## config.mk

```make
export PLATFORM = sky130hd
export DESIGN_NAME = refloss_realign
export DESIGN_NICKNAME = d
export VERILOG_FILES = /design/src/rtl/lossdet_pkg.sv /design/src/rtl/refclk_sync.sv /design/src/rtl/gap_timer.sv /design/src/rtl/fb_divider.sv /design/src/rtl/refloss_realign.sv
export SDC_FILE = /design/constraint.sdc
export NUM_CORES = 1
export LEC_CHECK = 0
export ABC_AREA = 1
export BUFFER_PORTS_ARGS = -buffer_cell sky130_fd_sc_hd__buf_2
export CAP_MARGIN = 20
export CORE_MARGIN = 1
export CORE_UTILIZATION = 45
export CTS_CLUSTER_SIZE = 12
export DETAILED_ROUTE_END_ITERATION = 8
export GPL_ROUTABILITY_DRIVEN = 0
export SKIP_CTS_REPAIR_TIMING = 1
export SYNTH_ARGS = -nofsm -noshare
export SYNTH_HDL_FRONTEND = slang
export SYNTH_SLANG_ARGS = --single-unit
```

## constraint.sdc

```tcl
create_clock -name osc_clk -period 3.3 [get_ports osc_clk]
set_clock_uncertainty 0.1 [all_clocks]
set_input_delay 0.66 -clock osc_clk [delete_from_list [all_inputs] [get_ports osc_clk]]
set_output_delay 0.66 -clock osc_clk [all_outputs]
set_load 0.1 [all_outputs]
```

## src/rtl/lossdet_pkg.sv

```systemverilog
package lossdet_pkg;
  typedef enum logic [1:0] {
    ST_LOCKED  = 2'd0,
    ST_LOST    = 2'd1,
    ST_REALIGN = 2'd2
  } lock_state_e;
endpackage

```

## src/rtl/refclk_sync.sv

```systemverilog
module refclk_sync #(
  parameter int STAGES = 2
) (
  input  logic clk,
  input  logic rst_n,
  input  logic async_in,
  output logic rise_o
);
  logic [STAGES:0] pipe_q;

  always_ff @(posedge clk or negedge rst_n) begin
    if (!rst_n) pipe_q <= '0;
    else        pipe_q <= {pipe_q[STAGES-1:0], async_in};
  end

  assign rise_o = pipe_q[STAGES-1] & ~pipe_q[STAGES];

  // a level that stays high never yields a second edge
  assert_rise_single_R9: assert property (@(posedge clk) disable iff (!rst_n)
    rise_o |=> !rise_o);
endmodule

```

## src/rtl/gap_timer.sv

```systemverilog
module gap_timer #(
  parameter int LIMIT = 48
) (
  input  logic clk,
  input  logic rst_n,
  input  logic edge_i,
  output logic late_o
);
  localparam int W = $clog2(LIMIT + 1);
  localparam logic [W-1:0] LIM = W'(LIMIT);
  localparam logic [W-1:0] ONE = W'(1);

  logic [W-1:0] cnt_q;

  always_ff @(posedge clk or negedge rst_n) begin
    if (!rst_n)           cnt_q <= '0;
    else if (edge_i)      cnt_q <= ONE;
    else if (cnt_q < LIM) cnt_q <= cnt_q + ONE;
  end

  assign late_o = (cnt_q >= LIM) & ~edge_i;

  assert_gap_bounded_R4: assert property (@(posedge clk) disable iff (!rst_n)
    cnt_q <= LIM);
endmodule

```

## src/rtl/fb_divider.sv

```systemverilog
module fb_divider #(
  parameter int RATIO = 32
) (
  input  logic clk,
  input  logic rst_n,
  input  logic clear_i,
  output logic fb_clk_o
);
  localparam int W = $clog2(RATIO);
  localparam logic [W-1:0] LAST = W'(RATIO - 1);
  localparam logic [W-1:0] HALF = W'(RATIO / 2);

  logic [W-1:0] cnt_q;

  always_ff @(posedge clk or negedge rst_n) begin
    if (!rst_n)              cnt_q <= '0;
    else if (clear_i)        cnt_q <= '0;
    else if (cnt_q == LAST)  cnt_q <= '0;
    else                     cnt_q <= cnt_q + W'(1);
  end

  assign fb_clk_o = (cnt_q < HALF);

  assert_div_wrap_R3: assert property (@(posedge clk) disable iff (!rst_n)
    (cnt_q == LAST && !clear_i) |=> (cnt_q == '0));
endmodule

```

## src/rtl/refloss_realign.sv

```systemverilog
module refloss_realign
  import lossdet_pkg::*;
#(
  parameter int DIV_RATIO   = 32,
  parameter int LOSS_CYCLES = 48,
  parameter int SYNC_STAGES = 2
) (
  input  logic osc_clk,
  input  logic rst_n,
  input  logic ref_in,
  input  logic tdc_valid_in,
  output logic fb_clk,
  output logic hold,
  output logic ref_ok,
  output logic realign_pulse,
  output logic tdc_valid_out
);
  logic        ref_rise;
  logic        gap_late;
  logic        clear_div;
  logic        realign_q;
  lock_state_e state_q, state_d;

  refclk_sync #(.STAGES(SYNC_STAGES)) sync_i (
    .clk(osc_clk), .rst_n(rst_n), .async_in(ref_in), .rise_o(ref_rise)
  );

  gap_timer #(.LIMIT(LOSS_CYCLES)) timer_i (
    .clk(osc_clk), .rst_n(rst_n), .edge_i(ref_rise), .late_o(gap_late)
  );

  fb_divider #(.RATIO(DIV_RATIO)) div_i (
    .clk(osc_clk), .rst_n(rst_n), .clear_i(clear_div), .fb_clk_o(fb_clk)
  );

  assign clear_div = (state_q == ST_LOST) && ref_rise;

  always_comb begin
    state_d = state_q;
    unique case (state_q)
      ST_LOCKED:  if (gap_late) state_d = ST_LOST;
      ST_LOST:    if (ref_rise) state_d = ST_REALIGN;
      ST_REALIGN: begin
        if (ref_rise)      state_d = ST_LOCKED;
        else if (gap_late) state_d = ST_LOST;
      end
      default:    state_d = ST_LOST;
    endcase
  end

  always_ff @(posedge osc_clk or negedge rst_n) begin
    if (!rst_n) begin
      state_q   <= ST_LOST;
      realign_q <= 1'b0;
    end else begin
      state_q   <= state_d;
      realign_q <= clear_div;
    end
  end

  assign hold          = (state_q != ST_LOCKED);
  assign ref_ok        = (state_q != ST_LOST);
  assign realign_pulse = realign_q;
  assign tdc_valid_out = tdc_valid_in & ~hold;

  assert_hold_on_timeout_R4: assert property (@(posedge osc_clk) disable iff (!rst_n)
    $rose(hold) |-> $past(gap_late));

  assert_release_on_edge_R6: assert property (@(posedge osc_clk) disable iff (!rst_n)
    $fell(hold) |-> $past(ref_rise));

  assert_realign_phase_R5: assert property (@(posedge osc_clk) disable iff (!rst_n)
    realign_pulse |-> (fb_clk && hold && ref_ok));

  assert_realign_single_R5: assert property (@(posedge osc_clk) disable iff (!rst_n)
    realign_pulse |=> !realign_pulse);

  assert_mask_valid_R8: assert property (@(posedge osc_clk) disable iff (!rst_n)
    realign_pulse |-> !tdc_valid_out);
endmodule

```

# After elaboration in Yosys (flattened, before gate mapping)
# Cells that the tools add are included.
# word_totals
word_cells,33
latchBits,0
register_bits,17
n_memories,0
mem_bits_ro,0
ramBits,0
input_bits,4
out_inout_bits,5
# op_classes
div,0
n_reduce_logical,4
shift,0
mux,8
addsub,2
bitwise_logic,6
multipliers,0
eq_ne,5
order_cmp,3
# op_table
operator,n
6-bit two-way mux,2
5-bit two-way mux,2
6-bit by 1-bit adder with 6-bit output (second input constant),1
6-bit greater-or-equal comparator (second input constant),1
6-bit less-than comparator (second input constant),1
2-bit two-way mux,3
2-bit case mux with 3 select lines,1
5-bit by 1-bit adder with 5-bit output (second input constant),1
5-bit equality test (second input constant),1
5-bit less-than comparator (second input constant),1
2-bit nonzero test,2
1-bit AND,3
1-bit NOT,3
2-bit by 1-bit equality test with 1-bit output (second input constant),1
2-bit equality test (second input constant),1
2-bit logical NOT,1
2-bit by 1-bit inequality test with 1-bit output (second input constant),1
2-bit inequality test (second input constant),1
1-bit logical AND,1

# Longest topological paths before layout
# Gate-level depths: netlist of run 1.
# depth
word_depth,7
ltp_mapped,6

# Cells and area by module
# A second synthesis of run 1 with hierarchy kept.
# hier_totals
hier_cells,87
area_unflattened_um2,773.2
# by_module_without_submodules
module,cells_each,instances,seq_area_each_um2,area_per_inst_um2
gap_timer,38,1,150.1,302.8
fb_divider,25,1,125.1,229.0
refloss_realign,19,1,76.3,156.4
refclk_sync,5,1,75.1,85.1

# Least setup slack after synthesis of run 1
# No wires, ideal clock.
# synth_timing
path_kind,register to output
startpoint,register state_q[1]
endpoint,output tdc_valid_out
path_stages_with_launch,4
arrival_ns,2.496
path_buffers,0
setup_slack_ns,0.044
path_cell_list,dfrtp_1 inv_1 nand2_1 nor2_1
# synth_between
elab_chain_cells,3
# synth_lines
item,line,text
from (decl),refloss_realign.sv:22,"lock_state_e state_q, state_d;"
from (signal assigned),refloss_realign.sv:56,state_q <= state_d;
2-bit nonzero test,refloss_realign.sv:61,assign hold = (state_q != ST_LOCKED);
net hold,refloss_realign.sv:13,"output logic hold,"
1-bit NOT,refloss_realign.sv:64,assign tdc_valid_out = tdc_valid_in & ~hold;
1-bit AND,refloss_realign.sv:64,
to (decl),refloss_realign.sv:16,output logic tdc_valid_out
# The timed path passes the listed nets, and every way through them passes these cells.

# Worst setup path in the final report of run 1
# layout_timing
startpoint,register state_q[0]
endpoint,output hold
# layout_between
elab_chain_cells,1
# layout_lines
item,line
2-bit nonzero test,refloss_realign.sv:61
to (decl),refloss_realign.sv:13
# Every way passes these cells.

==> metrics.txt, run 1 <==
Initial Util 48.6%; number of nets with antenna violations after routing 0; min setup slack post-route 1170 ps; total CTS buffers 3; critical register-to-register path endpoint div_i.cnt_q[3]; row count 14; crit path max fanout 4; IR Drop Worst-Case VDD 284 uV; Ant. Diodes 0; Hold Crit Class in -> async; commonest cells after routing, fill and taps aside dfrtp_1 (16), nand2_1 (11), nor2_1 (11), inv_1 (10), buf_2 (8); TritonCTS sink count 17; crit path launch state_q[0]; Post-Syn Nets 87; most frequent standard cell in the layout excluding fill and tap cells dfrtp_1; warnings from Yosys 0; kind of critical path reg -> out; 1st-iter DRT viols 4; CP delay by family, top flip-flops; slowest stage cell on the critical path dfstp_2; result of the run finished clean; fraction of the yosys area taken by sequential cells 57.6%; remaining routing DRC violations 0; cell leakage power 0.448 nW; startpoint of the worst register-to-register path div_i.cnt_q[0]; post-route standard cell area excluding fillers 827 um^2; Worst Setup Slack post-DPL 1270 ps; destination of the critical timing path hold; detailed-router iteration count before antenna repair 5; CP Data Required Time 2540 ps; fill count 136; Reg2Reg Setup Slack 1980 ps; number of buffer and inverter stages on the critical path 2; period utilization 64.5%; DPL Wire Length 890 um; max-slew headroom at the worst pin 67.6%; average size of a mapped cell 9.26 um^2; count of distinct cell types in the synthesized netlist 17; post-placement cell area 801 um^2; Setup crit start kind flop; Worst R2R Path Depth 5; utilization after layout 54.3%; FF+latch area 427 um^2; Post-Syn Instances 80; pin count of the biggest net entering global routing 18; Data arrival, critical path 1370 ps; non-filler instance count after layout 108; Cell Chain, Critical Path inv_2 > nand2_1 > buf_2; area used by multi-input combinational logic 260 um^2; post-CTS clock slew at the launch and capture registers of the worst setup and hold paths 90 ps; number of register bits inferred by synthesis 17; count of final setup violators 0; clock period minus final worst setup slack 2130 ps; proportion of layout cells with a drive suffix above 1 23.9%; worst stage delay on the critical path 550 ps; unrepaired setup endpoints after global routing false; share of the synthesized area in the top cell type 54.1%; residual overflow from global routing 0; Placed Cells 104; TritonCTS clock tree done; I/O Pins 9; total wire length 1220 um; final-report max-slew violation count 0; Synth Cell Area 741 um^2; Total Negative Setup Slacks 0 ps; height of the chip 42.6 um; Critical Path End Type output port; number of antenna violations at the first check in global routing 0; number of maximum-capacitance constraint violations 0; vias in the first global route 497; routed via count divided by cell count 4.99; Buffers on Ports 8; area growth from synthesis to final layout 11.7%; die area 0.00181 mm^2; slew at the pin closest to its max-slew limit 490 ps; number of hold-slack violations in the final timing report 0; top cells by area in the synthesized netlist dfrtp_1 (54%), nand2_1 (5.6%), nor2_1 (5.6%); maximum level of the CTS H-tree 1; Clk Latency, worst-skew pair 280 ps; final layout net count 100; average wire per cell in the routed design 11.3 um; chip width 42.6 um; worst-case clock buffer depth 2; instance count on the critical path 3; vias post-DR 539; power density of the placed cells 656 mW/mm^2; Peak Freq 470 MHz; cell type with the largest total area after synthesis dfrtp_1; total core area 0.00152 mm^2; Clock Tree Root clkbuf_4; wire length of the first global-routing pass 2100 um; global-route usage over all layers 16.3%
-- layer usage --
| metal | global-route usage, % | vias to the layer above | wire length (um) | share of wire, % |
|---|---|---|---|---|
| li1 | - | 275 | - | - |
| met1 | 22.2 | 251 | 650 | 53 |
| met2 | 22.8 | 11 | 515 | 42 |
| met3 | 2.59 | 2 | 34 | 2.8 |
| met4 | 13.1 | 0 | 21 | 1.7 |
| met5 | 0 | - | 0 | 0 |
-- sequential cells by signal, summed over array words and instances (netlist names) --
signal	count
sync_i.pipe_q	3
realign_pulse	1
state_q	2
div_i.cnt_q	5
timer_i.cnt_q	6
-- Yosys cell counts, drive strengths merged --
| master | number |
|---|---|
| nand2 | 14 |
| nor2 | 13 |
| nor3 | 4 |
| nand3 | 5 |
| clkinv | 1 |
| inv | 13 |
| a21oi | 4 |
| ha | 3 |
| dfstp | 1 |
| dfrtp | 16 |
| xnor2 | 1 |
| o21ai | 5 |
-- where the power goes --
part	internal (mW)	total, mW	switching (mW)
clock	0.0469	0.109	0.0624
combinational	0.0486	0.150	0.101
sequential	0.251	0.284	0.0328
-- logic make-up (layout without fill, tap and decap cells) --
| group | count (synthesis) | after routing | synth area share, % |
|---|---|---|---|
| simple gates | 36 | 36 | 22.8 |
| flops | 17 | 17 | 57.6 |
| compound gates | 9 | 9 | 6.08 |
| buf+inv | 14 | 26 | 7.26 |
| xor+xnor | 1 | 1 | 1.18 |
| fa+ha+maj | 3 | 3 | 5.07 |
-- layout make-up --
class | instances | area share [%]
multi-input combinational | 49 | 31.5
clock buffer | 4 | 3.18
sequential | 17 | 51.6
tap | 16 | 2.42
inverter | 14 | 6.51
timing repair buffer | 8 | 4.84
-- how the worst min path moves through the flow --
stage / slack (ps) / to / from / depth (start not counted)
2_1_floorplan: 230 / sync_i.pipe_q[1] / sync_i.pipe_q[0] / 0
3_3_place_gp: 250 / sync_i.pipe_q[1] / sync_i.pipe_q[0] / 0
3_5_place_dp: 240 / sync_i.pipe_q[1] / sync_i.pipe_q[0] / 0
4_1_cts: 180 / div_i.cnt_q[3] / rst_n / 1
5_1_grt: 200 / div_i.cnt_q[3] / rst_n / 1
6_report: 170 / timer_i.cnt_q[1] / rst_n / 1
-- metrics by stage --
stage          hold WS (ps)  total power [mW]
4_1_cts                 182             0.549
3_5_place_dp            244             0.440
5_1_grt                 197             0.580
3_3_place_gp            250             0.435
2_1_floorplan           231             0.408
6_report                172             0.543
No activity file was read; power rests on OpenSTA's default activity.
==> run 2, diff against run 1 <==
PLACE_DENSITY = 0.67   (was not set)
clock period = 1.74 ns   (was 3.3 ns; I/O delays follow)
==> metrics.txt, run 2 (synthesized netlist as in run 1, its figures left out) <==
slew at the pin closest to its max-slew limit 489 ps; most frequent standard cell in the layout excluding fill and tap cells dfrtp_1; TritonCTS clock tree done; crit path launch state_q[0]; utilization after layout 58.1%; Clk Latency, worst-skew pair 290 ps; TritonCTS sink count 17; area growth from synthesis to final layout 19.6%; Data arrival, critical path 1190 ps; routed via count divided by cell count 4.91; total chip power 1.05 mW; cell leakage power 0.468 nW; Peak Freq 609 MHz; total core area 0.00152 mm^2; Buffers on Ports 8; post-placement cell area 846 um^2; Seq pwr share 51.4%; crit path max fanout 4; global route hottest layer met2; worst-case clock buffer depth 2; height of the chip 42.6 um; routing usage on met3 5.17%; row count 14; I/O Pins 9; launch instance of the worst min-delay path ref_in; wire length of the first global-routing pass 2080 um; Critical Path End Type output port; number of maximum-capacitance constraint violations 0; Ant. Diodes 0; period utilization 94.4%; number of antenna violations at the first check in global routing 0; pin count of the biggest net entering global routing 18; total CTS buffers 3; Hold Crit Class in -> reg; count of final setup violators 0; startpoint of the worst register-to-register path div_i.cnt_q[0]; Net Sw Frac 36.6%; remaining routing DRC violations 0; Clock Tree Root clkbuf_4; chip width 42.6 um; Setup crit start kind flop; number of nets with antenna violations after routing 0; detailed-router iteration count before antenna repair 2; max-slew headroom at the worst pin 67.6%; 1st-iter DRT viols 7; average wire per cell in the routed design 10.7 um; net load switching power 383 uW; Initial Util 48.6%; maximum level of the CTS H-tree 1; DPL Wire Length 907 um; residual overflow from global routing 0; Total Negative Setup Slacks 0 ps; result of the run finished clean; final layout net count 101; vias post-DR 535; combinational fraction of design power 28.7%; final-report max-slew violation count 0; clock network fraction of design power 20.0%; post-route standard cell area excluding fillers 886 um^2; global-route usage over all layers 16.0%; unrepaired setup endpoints after global routing false; commonest cells after routing, fill and taps aside dfrtp_1 (16), inv_1 (10), nand2_1 (10), nor2_1 (10); cell internal pwr 663 uW; kind of critical path reg -> out; proportion of layout cells with a drive suffix above 1 26.9%; die area 0.00181 mm^2; met1 GRT Util 20.9%; fraction of met2 tracks used by global routing 24.0%; clock period minus final worst setup slack 1640 ps; post-CTS clock slew at the launch and capture registers of the worst setup and hold paths 100 ps; vias in the first global route 501; power density of the placed cells 1180 mW/mm^2; Largest regs timer_i.cnt_q (6), div_i.cnt_q (5), sync_i.pipe_q (3); number of flip-flops in the largest register 6; IR Drop Worst-Case VDD 705 uV; total wire length 1170 um; Reg with most FFs timer_i.cnt_q; Min Hold Slack 61.9 ps; CP Data Required Time 1290 ps; number of hold-slack violations in the final timing report 0
[run 2: cell type report]
cell class                      count  area [um^2]
Clock buffer                        3         22.5
Clock inverter                      1         5.00
Fill cell                         141          638
Inverter                           14         53.8
Multi-Input combinational cell     49          275
Sequential cell                    17          427
Tap cell                           16         20.0
Timing Repair Buffer                9         82.6
[run 2: routing by layer]
| metal | up-vias | share of wire (%) |
|---|---|---|
| met1 | 244 | 48 |
| met4 | 0 | 2.2 |
| li1 | 278 | - |
| met5 | - | 0 |
| met2 | 9 | 46 |
| met3 | 4 | 3.2 |
[run 2: critical path, cell delays in order (launching register included)]
cell and delay (ps):
dfstp_2 550, inv_2 60, nand2_4 90, nor2_4 50, buf_12 150
[run 2: path summary, 6_finish.rpt]
kind | to | slack, ps | cells past startpoint
worst max-delay path | tdc_valid_out | 100 | 4
worst min-delay path | sync_i.pipe_q[0] | 60 | 1
worst max register to register | div_i.cnt_q[2] | 360 | 5
worst min register to register | sync_i.pipe_q[1] | 260 | 0
max in group asynchronous | state_q[0] | 850 | 2
min in group asynchronous | timer_i.cnt_q[1] | 390 | 2
[run 2: power by group through the flow]
stage | registers (mW) | logic [mW] | clock network [mW]
2_1_floorplan | 0.532 | 0.244 | 0
3_3_place_gp | 0.541 | 0.292 | 0
6_report | 0.538 | 0.300 | 0.209
5_1_grt | 0.548 | 0.342 | 0.230
4_1_cts | 0.539 | 0.303 | 0.212
3_5_place_dp | 0.548 | 0.302 | 0
[run 2: through the flow]
stage                     std cells  setup WS, ps
after floorplan                  80          55.9
after global placement          104           409
after detailed placement        104           362
after CTS                       108          70.2
after global routing            109          31.4
final                           109          98.0
